[config.mk]
export PLATFORM = sky130hd
export DESIGN_NAME = dfs_sticky_status
export DESIGN_NICKNAME = d
export VERILOG_FILES = /design/src/rtl/dfs_pkg.sv /design/src/rtl/dfs_fifo.sv /design/src/rtl/dfs_occ_events.sv /design/src/rtl/dfs_status_regs.sv /design/src/rtl/dfs_sticky_status.sv
export SDC_FILE = /design/constraint.sdc
export NUM_CORES = 1
export LEC_CHECK = 0
export BUFFER_PORTS_ARGS = -buffer_cell sky130_fd_sc_hd__buf_2
export CORE_MARGIN = 5
export CORE_UTILIZATION = 27
export CTS_CLUSTER_SIZE = 14
export DETAILED_ROUTE_END_ITERATION = 8
export PLACE_DENSITY = 0.52
export SYNTH_ARGS = -nofsm -noshare
export SYNTH_HDL_FRONTEND = slang
export SYNTH_SLANG_ARGS = --single-unit
[constraint.sdc]
create_clock -name clk -period 2.75 [get_ports clk]
set_input_delay 0.275 -clock clk [delete_from_list [all_inputs] [get_ports clk]]
set_output_delay 0.275 -clock clk [all_outputs]
set_load 0.03 [all_outputs]
[src/rtl/dfs_pkg.sv]
// Package dfs_pkg
// Shared bit positions and event type for the dual FIFO status tracker.
// Assumes an 8-bit status word whose positions are fixed for the bus side.
package dfs_pkg;
    localparam int STAT_W     = 8;
    localparam int B_TX_EMPTY = 0;
    localparam int B_TX_FULL  = 1;
    localparam int B_TX_THR   = 2;
    localparam int B_RX_EMPTY = 3;
    localparam int B_RX_FULL  = 4;
    localparam int B_RX_THR   = 5;
    localparam int B_TX_OVF   = 6;
    localparam int B_RX_UNF   = 7;
    // Error bits survive a status read; all others clear on read.
    localparam logic [STAT_W-1:0] ERR_MASK = 8'hC0;

    typedef struct packed {
        logic to_empty;
        logic to_full;
        logic to_thr;
    } occ_evt_t;
endpackage

[src/rtl/dfs_fifo.sv]
// Module dfs_fifo
// Circular-buffer FIFO with show-ahead read data and an occupancy count.
// Writes into a full FIFO and reads from an empty one are ignored; the
// read port shows zero while empty. count_next gives the occupancy that
// will be loaded at the coming edge. flush empties the FIFO synchronously.
// Assumes DEPTH >= 2.
module dfs_fifo #(
    parameter int WIDTH = 8,
    parameter int DEPTH = 8,
    parameter int CW    = $clog2(DEPTH + 1)
) (
    input  logic             clk,
    input  logic             rst_n,
    input  logic             flush,
    input  logic             wr_en,
    input  logic [WIDTH-1:0] wr_data,
    input  logic             rd_en,
    output logic [WIDTH-1:0] rd_data,
    output logic [CW-1:0]    count,
    output logic [CW-1:0]    count_next
);
    localparam int AW = $clog2(DEPTH);
    localparam logic [CW-1:0] FULL_CNT = CW'(DEPTH);
    localparam logic [AW-1:0] LAST_IDX = AW'(DEPTH - 1);

    logic [WIDTH-1:0] mem [DEPTH];
    logic [AW-1:0]    wptr, rptr;
    logic             wr_ok, rd_ok;

    // Wrap a pointer at the last slot (depth need not be a power of two).
    function automatic logic [AW-1:0] bump(input logic [AW-1:0] p);
        return (p == LAST_IDX) ? '0 : p + 1'b1;
    endfunction

    // Accept decisions use the occupancy before this cycle's update.
    always_comb begin
        wr_ok      = wr_en && (count != FULL_CNT);
        rd_ok      = rd_en && (count != '0);
        count_next = flush ? '0 : count + CW'(wr_ok) - CW'(rd_ok);
    end

    // Pointer and count registers.
    always_ff @(posedge clk) begin
        if (!rst_n || flush) begin
            wptr  <= '0;
            rptr  <= '0;
            count <= '0;
        end else begin
            if (wr_ok) wptr <= bump(wptr);
            if (rd_ok) rptr <= bump(rptr);
            count <= count_next;
        end
    end

    // Storage array, written on accepted writes only.
    always_ff @(posedge clk) begin
        if (wr_ok && !flush) mem[wptr] <= wr_data;
    end

    // Show-ahead head entry, zero while empty.
    assign rd_data = (count != '0) ? mem[rptr] : '0;
endmodule

[src/rtl/dfs_occ_events.sv]
// Module dfs_occ_events
// Detects entry into empty, full and threshold conditions by comparing the
// current occupancy with the occupancy loaded at the next edge.
// FALLING_THR = 1 fires when the count falls to or below the threshold;
// FALLING_THR = 0 fires when it rises to or above it. No events on flush.
module dfs_occ_events
    import dfs_pkg::*;
#(
    parameter int DEPTH       = 8,
    parameter int CW          = $clog2(DEPTH + 1),
    parameter bit FALLING_THR = 1'b0
) (
    input  logic          flush,
    input  logic [CW-1:0] count,
    input  logic [CW-1:0] count_next,
    input  logic [CW-1:0] thresh,
    output occ_evt_t      evt
);
    localparam logic [CW-1:0] FULL_CNT = CW'(DEPTH);
    logic thr_cross;

    // Threshold direction chosen at elaboration.
    generate
        if (FALLING_THR) begin : g_fall
            assign thr_cross = (count_next <= thresh) && (count > thresh);
        end else begin : g_rise
            assign thr_cross = (count_next >= thresh) && (count < thresh);
        end
    endgenerate

    // Entry events, suppressed by a flush.
    always_comb begin
        evt.to_empty = !flush && (count_next == '0) && (count != '0);
        evt.to_full  = !flush && (count_next == FULL_CNT) && (count != FULL_CNT);
        evt.to_thr   = !flush && thr_cross;
    end
endmodule

[src/rtl/dfs_status_regs.sv]
// Module dfs_status_regs
// Per-bit sticky flags. Bits named in ERR_MASK hold until a software reset;
// the rest clear on a status read. A set in the same cycle as a read wins.
module dfs_status_regs
    import dfs_pkg::*;
(
    input  logic              clk,
    input  logic              rst_n,
    input  logic              sw_rst,
    input  logic              stat_rd,
    input  logic [STAT_W-1:0] set_vec,
    output logic [STAT_W-1:0] stat
);
    generate
        for (genvar b = 0; b < STAT_W; b++) begin : g_bit
            if (ERR_MASK[b]) begin : g_err
                // Error bit: sticky until a software reset.
                always_ff @(posedge clk) begin
                    if (!rst_n || sw_rst) stat[b] <= 1'b0;
                    else                  stat[b] <= stat[b] | set_vec[b];
                end
            end else begin : g_evt
                // Event bit: cleared by a status read unless set again.
                always_ff @(posedge clk) begin
                    if (!rst_n || sw_rst) stat[b] <= 1'b0;
                    else                  stat[b] <= set_vec[b] | (stat[b] & ~stat_rd);
                end
            end
        end
    endgenerate
endmodule

[src/rtl/dfs_sticky_status.sv]
// Module dfs_sticky_status (top)
// Outbound (TX) and inbound (RX) FIFOs plus an 8-bit sticky status word.
// Software writes TX and reads RX; the serial engine does the opposite.
// Misuse by software raises error bits 6/7; engine-side misuse is ignored.
// Assumes all inputs are synchronous to clk.
module dfs_sticky_status
    import dfs_pkg::*;
#(
    parameter int WIDTH = 8,
    parameter int DEPTH = 8,
    localparam int CW   = $clog2(DEPTH + 1)
) (
    input  logic             clk,
    input  logic             rst_n,
    input  logic             sw_rst,
    input  logic             tx_wr_en,
    input  logic [WIDTH-1:0] tx_wr_data,
    input  logic             tx_rd_en,
    output logic [WIDTH-1:0] tx_rd_data,
    input  logic             rx_wr_en,
    input  logic [WIDTH-1:0] rx_wr_data,
    input  logic             rx_rd_en,
    output logic [WIDTH-1:0] rx_rd_data,
    input  logic [CW-1:0]    tx_thresh,
    input  logic [CW-1:0]    rx_thresh,
    input  logic             stat_rd,
    output logic [7:0]       stat_word,
    output logic [CW-1:0]    tx_count,
    output logic [CW-1:0]    rx_count
);
    localparam logic [CW-1:0] FULL_CNT = CW'(DEPTH);

    logic [CW-1:0]     tx_cnt_nx, rx_cnt_nx;
    occ_evt_t          tx_evt, rx_evt;
    logic [STAT_W-1:0] set_vec;

    dfs_fifo #(.WIDTH(WIDTH), .DEPTH(DEPTH), .CW(CW)) u_tx_fifo (
        .clk(clk), .rst_n(rst_n), .flush(sw_rst),
        .wr_en(tx_wr_en), .wr_data(tx_wr_data),
        .rd_en(tx_rd_en), .rd_data(tx_rd_data),
        .count(tx_count), .count_next(tx_cnt_nx)
    );

    dfs_fifo #(.WIDTH(WIDTH), .DEPTH(DEPTH), .CW(CW)) u_rx_fifo (
        .clk(clk), .rst_n(rst_n), .flush(sw_rst),
        .wr_en(rx_wr_en), .wr_data(rx_wr_data),
        .rd_en(rx_rd_en), .rd_data(rx_rd_data),
        .count(rx_count), .count_next(rx_cnt_nx)
    );

    dfs_occ_events #(.DEPTH(DEPTH), .CW(CW), .FALLING_THR(1'b1)) u_tx_evt (
        .flush(sw_rst), .count(tx_count), .count_next(tx_cnt_nx),
        .thresh(tx_thresh), .evt(tx_evt)
    );

    dfs_occ_events #(.DEPTH(DEPTH), .CW(CW), .FALLING_THR(1'b0)) u_rx_evt (
        .flush(sw_rst), .count(rx_count), .count_next(rx_cnt_nx),
        .thresh(rx_thresh), .evt(rx_evt)
    );

    // Gather this cycle's set requests into status bit positions.
    always_comb begin
        set_vec             = '0;
        set_vec[B_TX_EMPTY] = tx_evt.to_empty;
        set_vec[B_TX_FULL]  = tx_evt.to_full;
        set_vec[B_TX_THR]   = tx_evt.to_thr;
        set_vec[B_RX_EMPTY] = rx_evt.to_empty;
        set_vec[B_RX_FULL]  = rx_evt.to_full;
        set_vec[B_RX_THR]   = rx_evt.to_thr;
        set_vec[B_TX_OVF]   = !sw_rst && tx_wr_en && (tx_count == FULL_CNT);
        set_vec[B_RX_UNF]   = !sw_rst && rx_rd_en && (rx_count == '0);
    end

    dfs_status_regs u_stat (
        .clk(clk), .rst_n(rst_n), .sw_rst(sw_rst), .stat_rd(stat_rd),
        .set_vec(set_vec), .stat(stat_word)
    );
endmodule

Yosys cells after proc, flatten, opt, wreduce, memory -nomap -nowiden
Memories as Yosys holds them, arrays and structs flattened. A register that Yosys moved wholly into a read port is not among the register bits.
Cells that the tools add are included.

storage, ports and cells
  memories = 2
  memory bits (writable) = 128
  bits of input ports = 32
  logic and storage cells = 98
  bits in registers = 28
  output and inout port bits = 32

cells by class
  reduce and logical (&&, ||, !) cells = 30
  mux-type cells = 16
  $lt $le $gt $ge = 4
  bitwise logic cells = 15
  add/subtract/negate cells = 8
  equality and inequality tests = 9

memory list
  memory         depth  width  rd ports  clocked after Yosys merged registers in  wr ports  RTL line        text
  u_rx_fifo.mem  8      8      1         1                                        1         dfs_fifo.sv:26  logic [WIDTH-1:0] mem [DEPTH];
  u_tx_fifo.mem  8      8      1         1                                        1         dfs_fifo.sv:26

operators with widths
  operator             number
  $mux 3               8
  $logic_and 1x1->1    22
  $mux 8               2
  $add 3x1->3 const B  4
  $eq 3x3->1 const B   4
  $eq 4x4->1 const B   3
  $logic_not 4->1      3
  $add 4x1->4          2
  $mux 4               2
  $ne 4x4->1 const B   2
  $or 1x1->1           8
  $reduce_bool 4->1    2
  $sub 4x1->4          2
  $and 1x1->1          6
  $ge 4x4->1           1
  $gt 4x4->1           1
  $le 4x4->1           1
  $lt 4x4->1           1
  $mux 1               4
  $logic_not 1->1      2
  $logic_or 1x1->1     1
  $not 1->1            1

Logic depth before layout (Yosys ltp)
Gate-level depths: netlist of the first run.

  word-level depth = 9
  depth in mapped cells = 15
  depth with buffers taken out = 15

Hierarchy
From an unflattened synthesis of the first run, not the netlist that was laid out.

unflattened totals
  cell total of the unflattened synthesis = 525
  area total of the unflattened synthesis = 7407.1 um^2

modules (own cells, without submodules)
  module                     area an instance (um^2)  times used  cells each  seq. area each (um^2)
  dfs_fifo (u_tx_fifo)       3311.9                   1           217         2182.1
  dfs_fifo (u_rx_fifo)       3310.7                   1           217         2182.1
  dfs_status_regs            322.8                    1           32          160.2
  dfs_occ_events (u_tx_evt)  225.2                    1           30          0.0
  dfs_occ_events (u_rx_evt)  200.2                    1           25          0.0
  dfs_sticky_status          36.3                     1           4           0.0

Worst setup path before layout of the first run
OpenSTA, ideal clock, no wires.

  kind = reg2reg
  start point = reg u_tx_fifo.count[3]
  end point = reg u_stat.stat[2]
  path buffers = 0
  arrival time = 3078 ps
  data required time = 2658 ps
  slack = -420 ps
  stages on the path, launching flop included = 13
  period minus slack after synthesis = 3170 ps
  path through = dfxtp_1 -> ha_1 -> or3b_2 -> nand2_1 -> inv_1 -> ha_1 -> fa_1 -> nor2b_1 -> ha_1 -> nor2b_1 -> o21ai_0 -> a21oi_1 -> o32ai_1

on the way
  cells in the longest elaborated chain, start to end = 9

ends and longest elaborated chain
  item                             RTL line                 text
  from (decl)                      dfs_fifo.sv:19           output logic [CW-1:0] count,
  from (signal assigned)           dfs_fifo.sv:51           count <= count_next;
  $ne 4x4->1                       dfs_fifo.sv:37           wr_ok = wr_en && (count != FULL_CNT);
  $logic_and 1x1->1                dfs_fifo.sv:37
  net u_tx_fifo.wr_ok              dfs_fifo.sv:28           logic wr_ok, rd_ok;
  $add 4x1->4                      dfs_fifo.sv:39           count_next = flush ? '0 : count + CW'(wr_ok) - CW'(rd_ok);
  $sub 4x1->4                      dfs_fifo.sv:39
  $mux 4                           dfs_fifo.sv:39
  net tx_cnt_nx[1]                 dfs_sticky_status.sv:33  logic [CW-1:0] tx_cnt_nx, rx_cnt_nx;
  $le 4x4->1                       dfs_occ_events.sv:25     assign thr_cross = (count_next <= thresh) && (count > thresh);
  $logic_and 1x1->1                dfs_occ_events.sv:25
  $logic_and 1x1->1                dfs_occ_events.sv:35     evt.to_thr = !flush && thr_cross;
  $or 1x1->1                       dfs_status_regs.sv:26    else stat[b] <= set_vec[b] | (stat[b] & ~stat_rd);
  to (signal, indexed assignment)  dfs_status_regs.sv:26
  to (decl)                        dfs_status_regs.sv:12    output logic [STAT_W-1:0] stat

The timed path passes the listed nets, and every way through them passes these cells.
A chain may end at the register's enable or synchronous reset.

Worst setup path after layout of the first run
  start point = reg u_tx_fifo.count[2]
  end point = reg u_stat.stat[2]

Same word-level chain as after synthesis.

==> results of run 1 <==
-- synth_stat cells, types with 2 or more instances --
master | n | area [um2]
edfxtp_1 | 128 | 3840
nor2_1 | 46 | 173
dfxtp_1 | 34 | 681
ha_1 | 33 | 413
mux4_2 | 26 | 586
a21oi_1 | 20 | 100
mux2i_1 | 19 | 190
nand2_1 | 19 | 71.3
inv_1 | 15 | 56.3
nand2b_1 | 9 | 56.3
buf_2 | 8 | 40.0
o21ai_0 | 7 | 35.0
mux4_1 | 6 | 158
nand3_1 | 6 | 30.0
nor2b_1 | 5 | 31.3
and2_1 | 4 | 25.0
nand4b_1 | 4 | 35.0
nor3_1 | 4 | 20.0
or3_1 | 4 | 25.0
xnor2_1 | 4 | 35.0
a21o_1 | 3 | 22.5
a32o_1 | 2 | 20.0
buf_1 | 2 | 7.51
buf_12 | 2 | 40.0
buf_6 | 2 | 22.5
fa_1 | 2 | 40.0
inv_2 | 2 | 7.51
nand4_1 | 2 | 12.5
or3b_1 | 2 | 17.5
-- power breakdown --
part	switching (mW)	internal [mW]	leakage [nW]	total, mW
Sequential	0.0839	2.77	1.43	2.85
Clock	1.07	1.31	0.296	2.38
Combinational	1.53	1.26	1.44	2.79
-- final timing paths --
check        slack, ns                  end               start  cells past startpoint
max               0.02       u_stat.stat[2]  u_tx_fifo.count[2]                     13
min               0.13  u_tx_fifo.mem[0][7]       tx_wr_data[7]                      1
max reg2reg       0.02       u_stat.stat[2]  u_tx_fifo.count[2]                     13
min reg2reg       0.46       u_stat.stat[1]      u_stat.stat[1]                      2
-- worst max-delay path, stage by stage (launching register included) --
cell     delay [ns]
dfxtp_4        0.36
inv_4          0.06
ha_4           0.11
or3b_4         0.39
nand2_4        0.08
inv_4          0.04
ha_4           0.16
fa_2           0.57
nor2b_4        0.16
ha_4           0.21
nor2b_4        0.12
o21ai_2        0.12
a21oi_2        0.07
o32ai_2        0.20
-- timing repair --
action | in CTS | in global routing
setup buffers | 3 | 3
pin swaps | 7 | 11
gates resized for setup | 10 | 17
setup endpoints to repair | 1 | 4
-- cells by family after synthesis --
logic type | after synthesis | synth area share, %
XOR/XNOR | 4 | 0.502
adder cells (fa/ha/maj) | 35 | 6.49
flip-flops | 162 | 64.8
multiplexers | 51 | 13.4
AND/OR/NAND/NOR | 117 | 9.10
AO/OA/AOI/OAI | 38 | 3.21
buffers and inverters | 32 | 2.54
-- metal layers --
layer	routed length [um]	up-vias
li1	-	1908
met1	6500	1971
met2	7340	67
met3	532	11
met4	183	0
met5	0	-
-- stage by stage --
step	area (um2)	cells	setup slack, ns
final	8710	895	0.0152
after CTS	8600	892	-0.0870
after global placement	7940	857	0.00994
after detailed placement	7940	857	-0.116
after global routing	8710	895	-0.0987
after floorplan	7020	439	-0.0572
-- final cells by class --
class	instances	area, um2
timing repair buffer	109	661
multi-input combinational	245	2420
clock buffer	17	425
sequential	162	4540
fill	2439	16600
inverter	17	68.8
clock inverter	15	181
tap	330	413
-- registers in the layout (all words and copies together), names as in the netlist, named ones only --
signal	flops
u_rx_fifo.count	4
u_rx_fifo.mem	64
u_rx_fifo.rptr	3
u_rx_fifo.wptr	3
u_stat.stat	8
u_tx_fifo.count	4
u_tx_fifo.mem	64
u_tx_fifo.rptr	3
u_tx_fifo.wptr	3
==> flow_metrics.py, run 1 <==
metrics = {
    "logic_synthesis": {
        "ys_seq_area_share_pct": 64.8,
        "syn_area_per_cell_um2": 15.9,
        "synth_edf_count": 128,
        "ys_types": 48,
        "synth-seq-cells": 162,
        "ys.flop_type": "edfxtp_1",
        "ys_warn_count": 0,
        "synth_nets": 506,
        "synthesis.instances": 439,
        "syn_area_um2": 6980,
        "ys_async_sr_fraction_pct": 0,
    },
    "finish": {
        "mostFrequentLayoutCells": "edfxtp_1, buf_2, nor2_1, buf_4, dfxtp_1",
        "diodes": 0,
        "final_nets": 619,
        "layout-drive-gt1-share_pct": 36.8,
        "areaGrowthSynthToFinish_pct": 24.7,
        "fin_util_pct": 34.4,
        "layout_commonest_cell": "edfxtp_1",
    },
    "floorplanning": {
        "die_h_um": 171,
        "die_w_um": 171,
        "core_area_um2": 25300,
        "dieArea_um2": 29200,
        "start_util_pct": 27.6,
        "rows": 58,
        "io_pins": 64,
    },
    "worst_setup_path": {
        "cp-end-kind": "register",
        "startpoint_type": "register",
        "worstPathRequired_ns": 3.09,
        "critPathKind": "register to register",
        "cp_max_fo": 2,
        "cp.arrival_ns": 3.07,
    },
    "grt": {
        "grt_max_degree": 19,
        "met2_usage_pct": 17.7,
        "grt.total_usage_pct": 10.5,
        "grt_use_met3_pct": 2.75,
        "grt_pass1_vias": 4342,
        "busiest_layer": "met2",
        "grt_pass1_wl_um": 23300,
        "use_met1_pct": 13.2,
        "antenna_found_initial": 0,
        "grt_overflow_total": 0,
    },
    "placed_design": {
        "numPortBuffers": 63,
        "place.gp.congestion": 0.786,
        "hpwl_um": 10200,
    },
    "sta": {
        "hold_violations": 0,
        "maxSlewHeadroom_pct": 55.7,
        "rsz0062_at_grt": "true",
        "fin_tns_setup_ns": 0,
        "clock_skew_ns": 0.0130,
        "drv_slew": 0,
        "finalCritPeriodShare_pct": 99.4,
        "setup_viol": 0,
        "fin_crit_ns": 2.73,
        "tightestPinTransition_ns": 0.664,
        "fmax_mhz": 366,
        "fin_worst_hold_slack_ns": 0.126,
    },
    "power": {
        "powerDensity_nw_per_um2": 922,
        "peakVddDrop_v": 0.000509,
        "power.leakage_nw": 3.17,
        "power.total_mw": 8.02,
    },
    "drt": {
        "dr.first_iter.drc_count": 159,
        "via_count": 3957,
        "detail_route.drc_violations": 0,
        "wire_per_inst_um": 16.3,
        "drt_first_pass_iters": 4,
        "avgViaCountPerCell": 4.42,
        "routed_wl_um": 14600,
        "ant_nets": 0,
    },
    "flow_run": {
        "max_cap_violations": 0,
    },
    "clock_tree": {
        "clock_latency_ns": 0.42,
        "cts_buffer_depth": 2,
        "numCtsBuffers": 17,
        "cts-htree-levels": 4,
        "cts-root-buf": "clkbuf_16",
        "cts_hold_buf": 0,
        "path_clk_slew_ns": 0.08,
        "tritoncts": "built",
        "clock_sink_count": 162,
    },
    "hold_path": {
        "hold_class": "input pin to register",
    },
    "status": {
        "status": "finished clean",
    },
}
(Power assumes the default switching activity.)
==> run 2, diff against run 1 <==
--- a/config.mk
+++ b/config.mk
@@ -11,6 +11,7 @@
 export CTS_CLUSTER_SIZE = 14
 export DETAILED_ROUTE_END_ITERATION = 8
 export PLACE_DENSITY = 0.52
+export REMOVE_ABC_BUFFERS = 1
 export SYNTH_ARGS = -nofsm -noshare
 export SYNTH_HDL_FRONTEND = slang
 export SYNTH_SLANG_ARGS = --single-unit
==> run 2 against run 1 <==
  * Clock skew rose by 0.0014 ns
  * Final cell count increased by 0.45%
  * Sequential power about the same
  * Sequential share of layout area barely moved
  * Non-clock buffer count rose by 4
  * Via count rose by 2.5%
  * Utilization decreased by 0.074 points
  * Combinational power rose by 2%
==> flow_metrics.py, run 2 (synthesized netlist as in run 1, its figures left out) <==
metrics = {
    "worst_setup_path": {
        "critPathBufInv": 2,
        "crit_chain": "inv_2 > ha_4 > or3b_4 > nand2_2 > inv_2 > ha_4 > fa_2 > nor2b_4 > ha_4 > nor2b_4 > o21ai_2 > a21oi_1 > o32ai_1",
        "critPathKind": "register to register",
        "startpoint": "u_tx_fifo.count[2]",
        "cp.arrival_ns": 3.07,
        "crit_slowest_cell": "fa_2",
        "startpoint_type": "register",
        "cp_max_fo": 2,
        "critical_path_depth": 13,
        "crit_top_cell": "ha_4",
        "r2r_cells": 13,
        "cp-end-kind": "register",
        "r2r_end": "u_stat.stat[2]",
        "worstPathRequired_ns": 3.09,
        "r2r_slack_ns": 0.02,
        "cp_slowest_stage_delay_ns": 0.54,
        "cp-endpoint": "u_stat.stat[2]",
        "r2r_start": "u_tx_fifo.count[2]",
        "critPathTopFamily": "adder cells",
    },
    "power": {
        "peakVddDrop_v": 0.000727,
        "power.leakage_nw": 3.17,
        "powerDensity_nw_per_um2": 915,
        "power.total_mw": 7.95,
    },
    "drt": {
        "dr.first_iter.drc_count": 191,
        "detail_route.drc_violations": 0,
        "wire_per_inst_um": 16.4,
        "avgViaCountPerCell": 4.51,
        "routed_wl_um": 14800,
        "via_count": 4057,
        "ant_nets": 0,
        "drt_first_pass_iters": 4,
    },
    "finish": {
        "fin_util_pct": 34.3,
        "fillers": 2406,
        "diodes": 0,
        "layoutNonFillerInstCount": 899,
        "areaGrowthSynthToFinish_pct": 24.4,
        "top_regs": "u_rx_fifo.mem x64, u_tx_fifo.mem x64, u_stat.stat x8",
        "mostFrequentLayoutCells": "edfxtp_1, buf_2, buf_4",
        "layout_commonest_cell": "edfxtp_1",
        "layout-drive-gt1-share_pct": 36.0,
        "final_nets": 623,
    },
    "sta": {
        "clock_skew_ns": 0.0145,
        "maxSlewHeadroom_pct": 59.0,
        "hold_violations": 0,
        "tightestPinTransition_ns": 0.614,
        "drv_slew": 0,
        "finalCritPeriodShare_pct": 99.3,
        "setup_viol": 0,
        "rsz0062_at_grt": "true",
        "fmax_mhz": 366,
        "fin_crit_ns": 2.73,
        "fin_tns_setup_ns": 0,
    },
    "clock_tree": {
        "clock_sink_count": 162,
        "numCtsBuffers": 17,
        "path_clk_slew_ns": 0.07,
        "cts-root-buf": "clkbuf_16",
        "cts-htree-levels": 4,
        "clock_latency_ns": 0.42,
        "tritoncts": "built",
        "cts_buffer_depth": 2,
        "cts_hold_buf": 0,
    },
    "floorplanning": {
        "core_area_um2": 25300,
        "io_pins": 64,
        "rows": 58,
        "start_util_pct": 27.6,
        "die_w_um": 171,
        "die_h_um": 171,
        "dieArea_um2": 29200,
    },
    "grt": {
        "antenna_found_initial": 0,
        "grt.total_usage_pct": 10.4,
        "grt_max_degree": 17,
        "grt_pass1_wl_um": 23100,
        "grt_overflow_total": 0,
        "grt_pass1_vias": 4305,
    },
    "hold_path": {
        "hold_class": "input pin to register",
    },
    "placed_design": {
        "dp_cells": 864,
        "place.gp.congestion": 0.759,
        "hpwl_um": 10200,
        "numPortBuffers": 63,
    },
    "flow_run": {
        "max_cap_violations": 0,
    },
    "status": {
        "status": "finished clean",
    },
}
[run 2: worst min-delay path by stage]
stage / startpoint / cells after the start / endpoint
after detailed placement: u_stat.stat[1] / 2 / u_stat.stat[1]
after global placement: u_stat.stat[1] / 2 / u_stat.stat[1]
final: rx_wr_data[5] / 1 / u_rx_fifo.mem[7][5]
after floorplan: rx_wr_data[0] / 0 / u_rx_fifo.mem[0][0]
after CTS: rx_wr_data[5] / 1 / u_rx_fifo.mem[3][5]
after global routing: rx_wr_data[5] / 1 / u_rx_fifo.mem[7][5]
[run 2: layout make-up]
cell class / instances / area [um2] / area share [%]
Timing Repair Buffer: 113 / 691 / 7.95
Inverter: 17 / 63.8 / 0.735
Sequential cell: 162 / 4530 / 52.1
Clock inverter: 13 / 144 / 1.66
Tap cell: 330 / 413 / 4.75
Multi-Input combinational cell: 245 / 2420 / 27.8
Clock buffer: 19 / 433 / 4.98
[run 2: through the flow]
step                worst slack (ns)  area (um2)  hold WS [ns]
floorplan                     -0.413        6870         0.374
global placement              -0.186        7950         0.433
detailed placement            -0.287        7950         0.440
CTS                          0.00153        8570         0.103
global route                  -0.154        8690         0.111
finish                        0.0206        8690         0.124
[run 2: metal layers]
metal / vias to the layer above / part of all wire, % / track usage, %
met4: 0 / 1.4 / 3.48
met5: - / 0 / 0
met3: 15 / 4.2 / 2.59
met1: 2039 / 44 / 13.0
met2: 86 / 50 / 17.9
li1: 1917 / - / -
[run 2: timing repair]
action                     CTS  global route
pin swaps                    5            18
resized for setup           11            25
hold endpoints to repair     0             0
setup buffers                0             3
setup endpoints to repair    2             4
[run 2: worst reg2reg max path, cell delays in order, from the launching register on]
cell and delay (ns):
dfxtp_2 0.33, inv_2 0.07, ha_4 0.13, or3b_4 0.38, nand2_2 0.09, inv_2 0.05
ha_4 0.16, fa_2 0.54, nor2b_4 0.15, ha_4 0.20, nor2b_4 0.12, o21ai_2 0.11
a21oi_1 0.07, o32ai_1 0.25
[run 2: where the power goes]
part / internal, mW / switching [mW] / total, mW
sequential: 2.76 / 0.0616 / 2.82
combinational: 1.31 / 1.54 / 2.84
clock: 1.28 / 1.00 / 2.29
==> run 3, diff against run 2 <==
--- a/config.mk
+++ b/config.mk
@@ -6,12 +6,15 @@
 export NUM_CORES = 1
 export LEC_CHECK = 0
 export BUFFER_PORTS_ARGS = -buffer_cell sky130_fd_sc_hd__buf_2
+export CELL_PAD_IN_SITES_DETAIL_PLACEMENT = 0
+export CELL_PAD_IN_SITES_GLOBAL_PLACEMENT = 2
 export CORE_MARGIN = 5
 export CORE_UTILIZATION = 27
 export CTS_CLUSTER_SIZE = 14
 export DETAILED_ROUTE_END_ITERATION = 8
-export PLACE_DENSITY = 0.52
+export PLACE_DENSITY = 0.64
 export REMOVE_ABC_BUFFERS = 1
+export SETUP_SLACK_MARGIN = 0.2
 export SYNTH_ARGS = -nofsm -noshare
 export SYNTH_HDL_FRONTEND = slang
 export SYNTH_SLANG_ARGS = --single-unit
==> run 3 against run 2 <==
  * First-iteration DRC count shrank 14%
  * Register-to-register slack improved by 0.04 ns
  * Flip-flop and latch count unchanged
  * Largest cell class unchanged
==> flow_metrics.py, run 3 (synthesized netlist as in run 1, its figures left out) <==
metrics = {
    "status": {
        "status": "finished clean",
    },
    "sta": {
        "fin_worst_hold_slack_ns": 0.123,
        "setup_ws_ns": 0.0634,
        "fmax_mhz": 372,
        "rsz0062_at_grt": "true",
        "maxSlewHeadroom_pct": 50.5,
        "hold_violations": 0,
        "finalCritPeriodShare_pct": 97.7,
        "drv_slew": 0,
        "setup_viol": 0,
        "clock_skew_ns": 0.0174,
        "fin_crit_ns": 2.69,
        "tightestPinTransition_ns": 0.742,
    },
    "finish": {
        "multi_input_area_um2": 2520,
        "layout_commonest_cell": "edfxtp_1",
        "diodes": 0,
        "final_nets": 630,
        "fillers": 2418,
        "areaGrowthSynthToFinish_pct": 26.9,
        "layout-drive-gt1-share_pct": 40.1,
        "final_area_um2": 8860,
        "top_regs": "u_rx_fifo.mem x64, u_tx_fifo.mem x64, u_stat.stat x8",
        "ff_latch_area_um2": 4530,
        "mostFrequentLayoutCells": "edfxtp_1, buf_2, buf_4",
        "fin_util_pct": 35.0,
    },
    "floorplanning": {
        "start_util_pct": 27.6,
        "io_pins": 64,
        "die_h_um": 171,
        "rows": 58,
        "core_area_um2": 25300,
        "dieArea_um2": 29200,
        "die_w_um": 171,
    },
    "clock_tree": {
        "clock_latency_ns": 0.42,
        "cts_buffer_depth": 2,
        "path_clk_slew_ns": 0.08,
        "numCtsBuffers": 17,
        "cts-root-buf": "clkbuf_16",
        "clock_sink_count": 162,
        "tritoncts": "built",
        "cts-htree-levels": 4,
        "cts_hold_buf": 0,
    },
    "placed_design": {
        "pre_cts_ws_ns": -0.342,
        "hpwl_um": 10400,
        "place.gp.congestion": 0.718,
        "dpl_cell_area_um2": 7980,
        "numPortBuffers": 63,
    },
    "worst_setup_path": {
        "critPathKind": "register to register",
        "cp-end-kind": "register",
        "startpoint": "u_tx_fifo.count[2]",
        "r2r_slack_ns": 0.06,
        "r2r_cells": 13,
        "r2r_end": "u_stat.stat[2]",
        "r2r_start": "u_tx_fifo.count[2]",
        "cp_max_fo": 2,
        "cp.arrival_ns": 3.03,
        "startpoint_type": "register",
        "worstPathRequired_ns": 3.09,
    },
    "grt": {
        "grt_overflow_total": 0,
        "grt_max_degree": 23,
        "grt.total_usage_pct": 10.5,
        "antenna_found_initial": 0,
        "grt_pass1_wl_um": 23300,
        "grt_pass1_vias": 4339,
    },
    "drt": {
        "ant_nets": 0,
        "detail_route.drc_violations": 0,
        "via_count": 4024,
        "routed_wl_um": 14800,
        "drt_first_pass_iters": 4,
        "dr.first_iter.drc_count": 165,
        "avgViaCountPerCell": 4.44,
        "wire_per_inst_um": 16.4,
    },
    "hold_path": {
        "hold_path_end": "u_tx_fifo.mem[1][3]",
        "hold_depth": 1,
        "hold_class": "input pin to register",
        "min_from": "tx_wr_data[3]",
    },
    "power": {
        "power.total_mw": 8.20,
        "peakVddDrop_v": 0.000334,
        "powerDensity_nw_per_um2": 925,
        "power.leakage_nw": 3.23,
    },
    "flow_run": {
        "max_cap_violations": 0,
    },
}
run 3: through the flow:
| stage | std cells | setup TNS (ns) |
|---|---|---|
| 4_1_cts | 905 | 0 |
| 2_1_floorplan | 424 | -0.536 |
| 3_5_place_dp | 868 | -0.382 |
| 3_3_place_gp | 868 | -0.238 |
| 6_report | 906 | 0 |
| 5_1_grt | 906 | -0.0471 |
run 3: routing by layer:
layer	up-vias	GRT usage (%)	part of all wire, %
met1	2018	13.3	46
met4	0	3.31	1.1
met2	59	18.1	51
met5	-	0	0
li1	1937	-	-
met3	10	2.26	2.5
run 3: cell type report:
cell class	count	share of cell area [%]
timing repair buffer	120	8.57
multi-input combinational	245	28.4
inverter	17	0.748
clock buffer	17	4.80
clock inverter	15	1.69
sequential	162	51.1
tap	330	4.66
run 3: how the worst max path moves through the flow:
stage	slack (ns)	cells past startpoint	endpoint
2_1_floorplan	-0.41	12	u_stat.stat[2]
3_3_place_gp	-0.24	13	u_stat.stat[2]
3_5_place_dp	-0.34	13	u_stat.stat[2]
4_1_cts	0.02	13	u_stat.stat[2]
5_1_grt	-0.05	13	u_stat.stat[2]
6_report	0.06	13	u_stat.stat[2]
run 3: power breakdown:
part	switching [mW]	total [mW]	internal [mW]
clock	0.999	2.28	1.28
sequential	0.0669	2.83	2.76
combinational	1.64	3.09	1.45
run 3: worst max-delay path, stage by stage (launching register included):
cell and delay, ns:
dfxtp_2 0.33, inv_2 0.07, ha_4 0.12, or3b_4 0.39, nand2_4 0.09, inv_4 0.03
ha_4 0.15, fa_2 0.55, nor2b_4 0.16, ha_4 0.21, nor2b_4 0.12, o21ai_2 0.12
a21oi_2 0.07, o32ai_2 0.18
run 3: what timing repair did:
| item | CTS | global route |
|---|---|---|
| endpoints found under the setup margin | 6 | 7 |
| resized for setup | 37 | 21 |
| pin swaps | 15 | 10 |
| setup buffers | 5 | 1 |
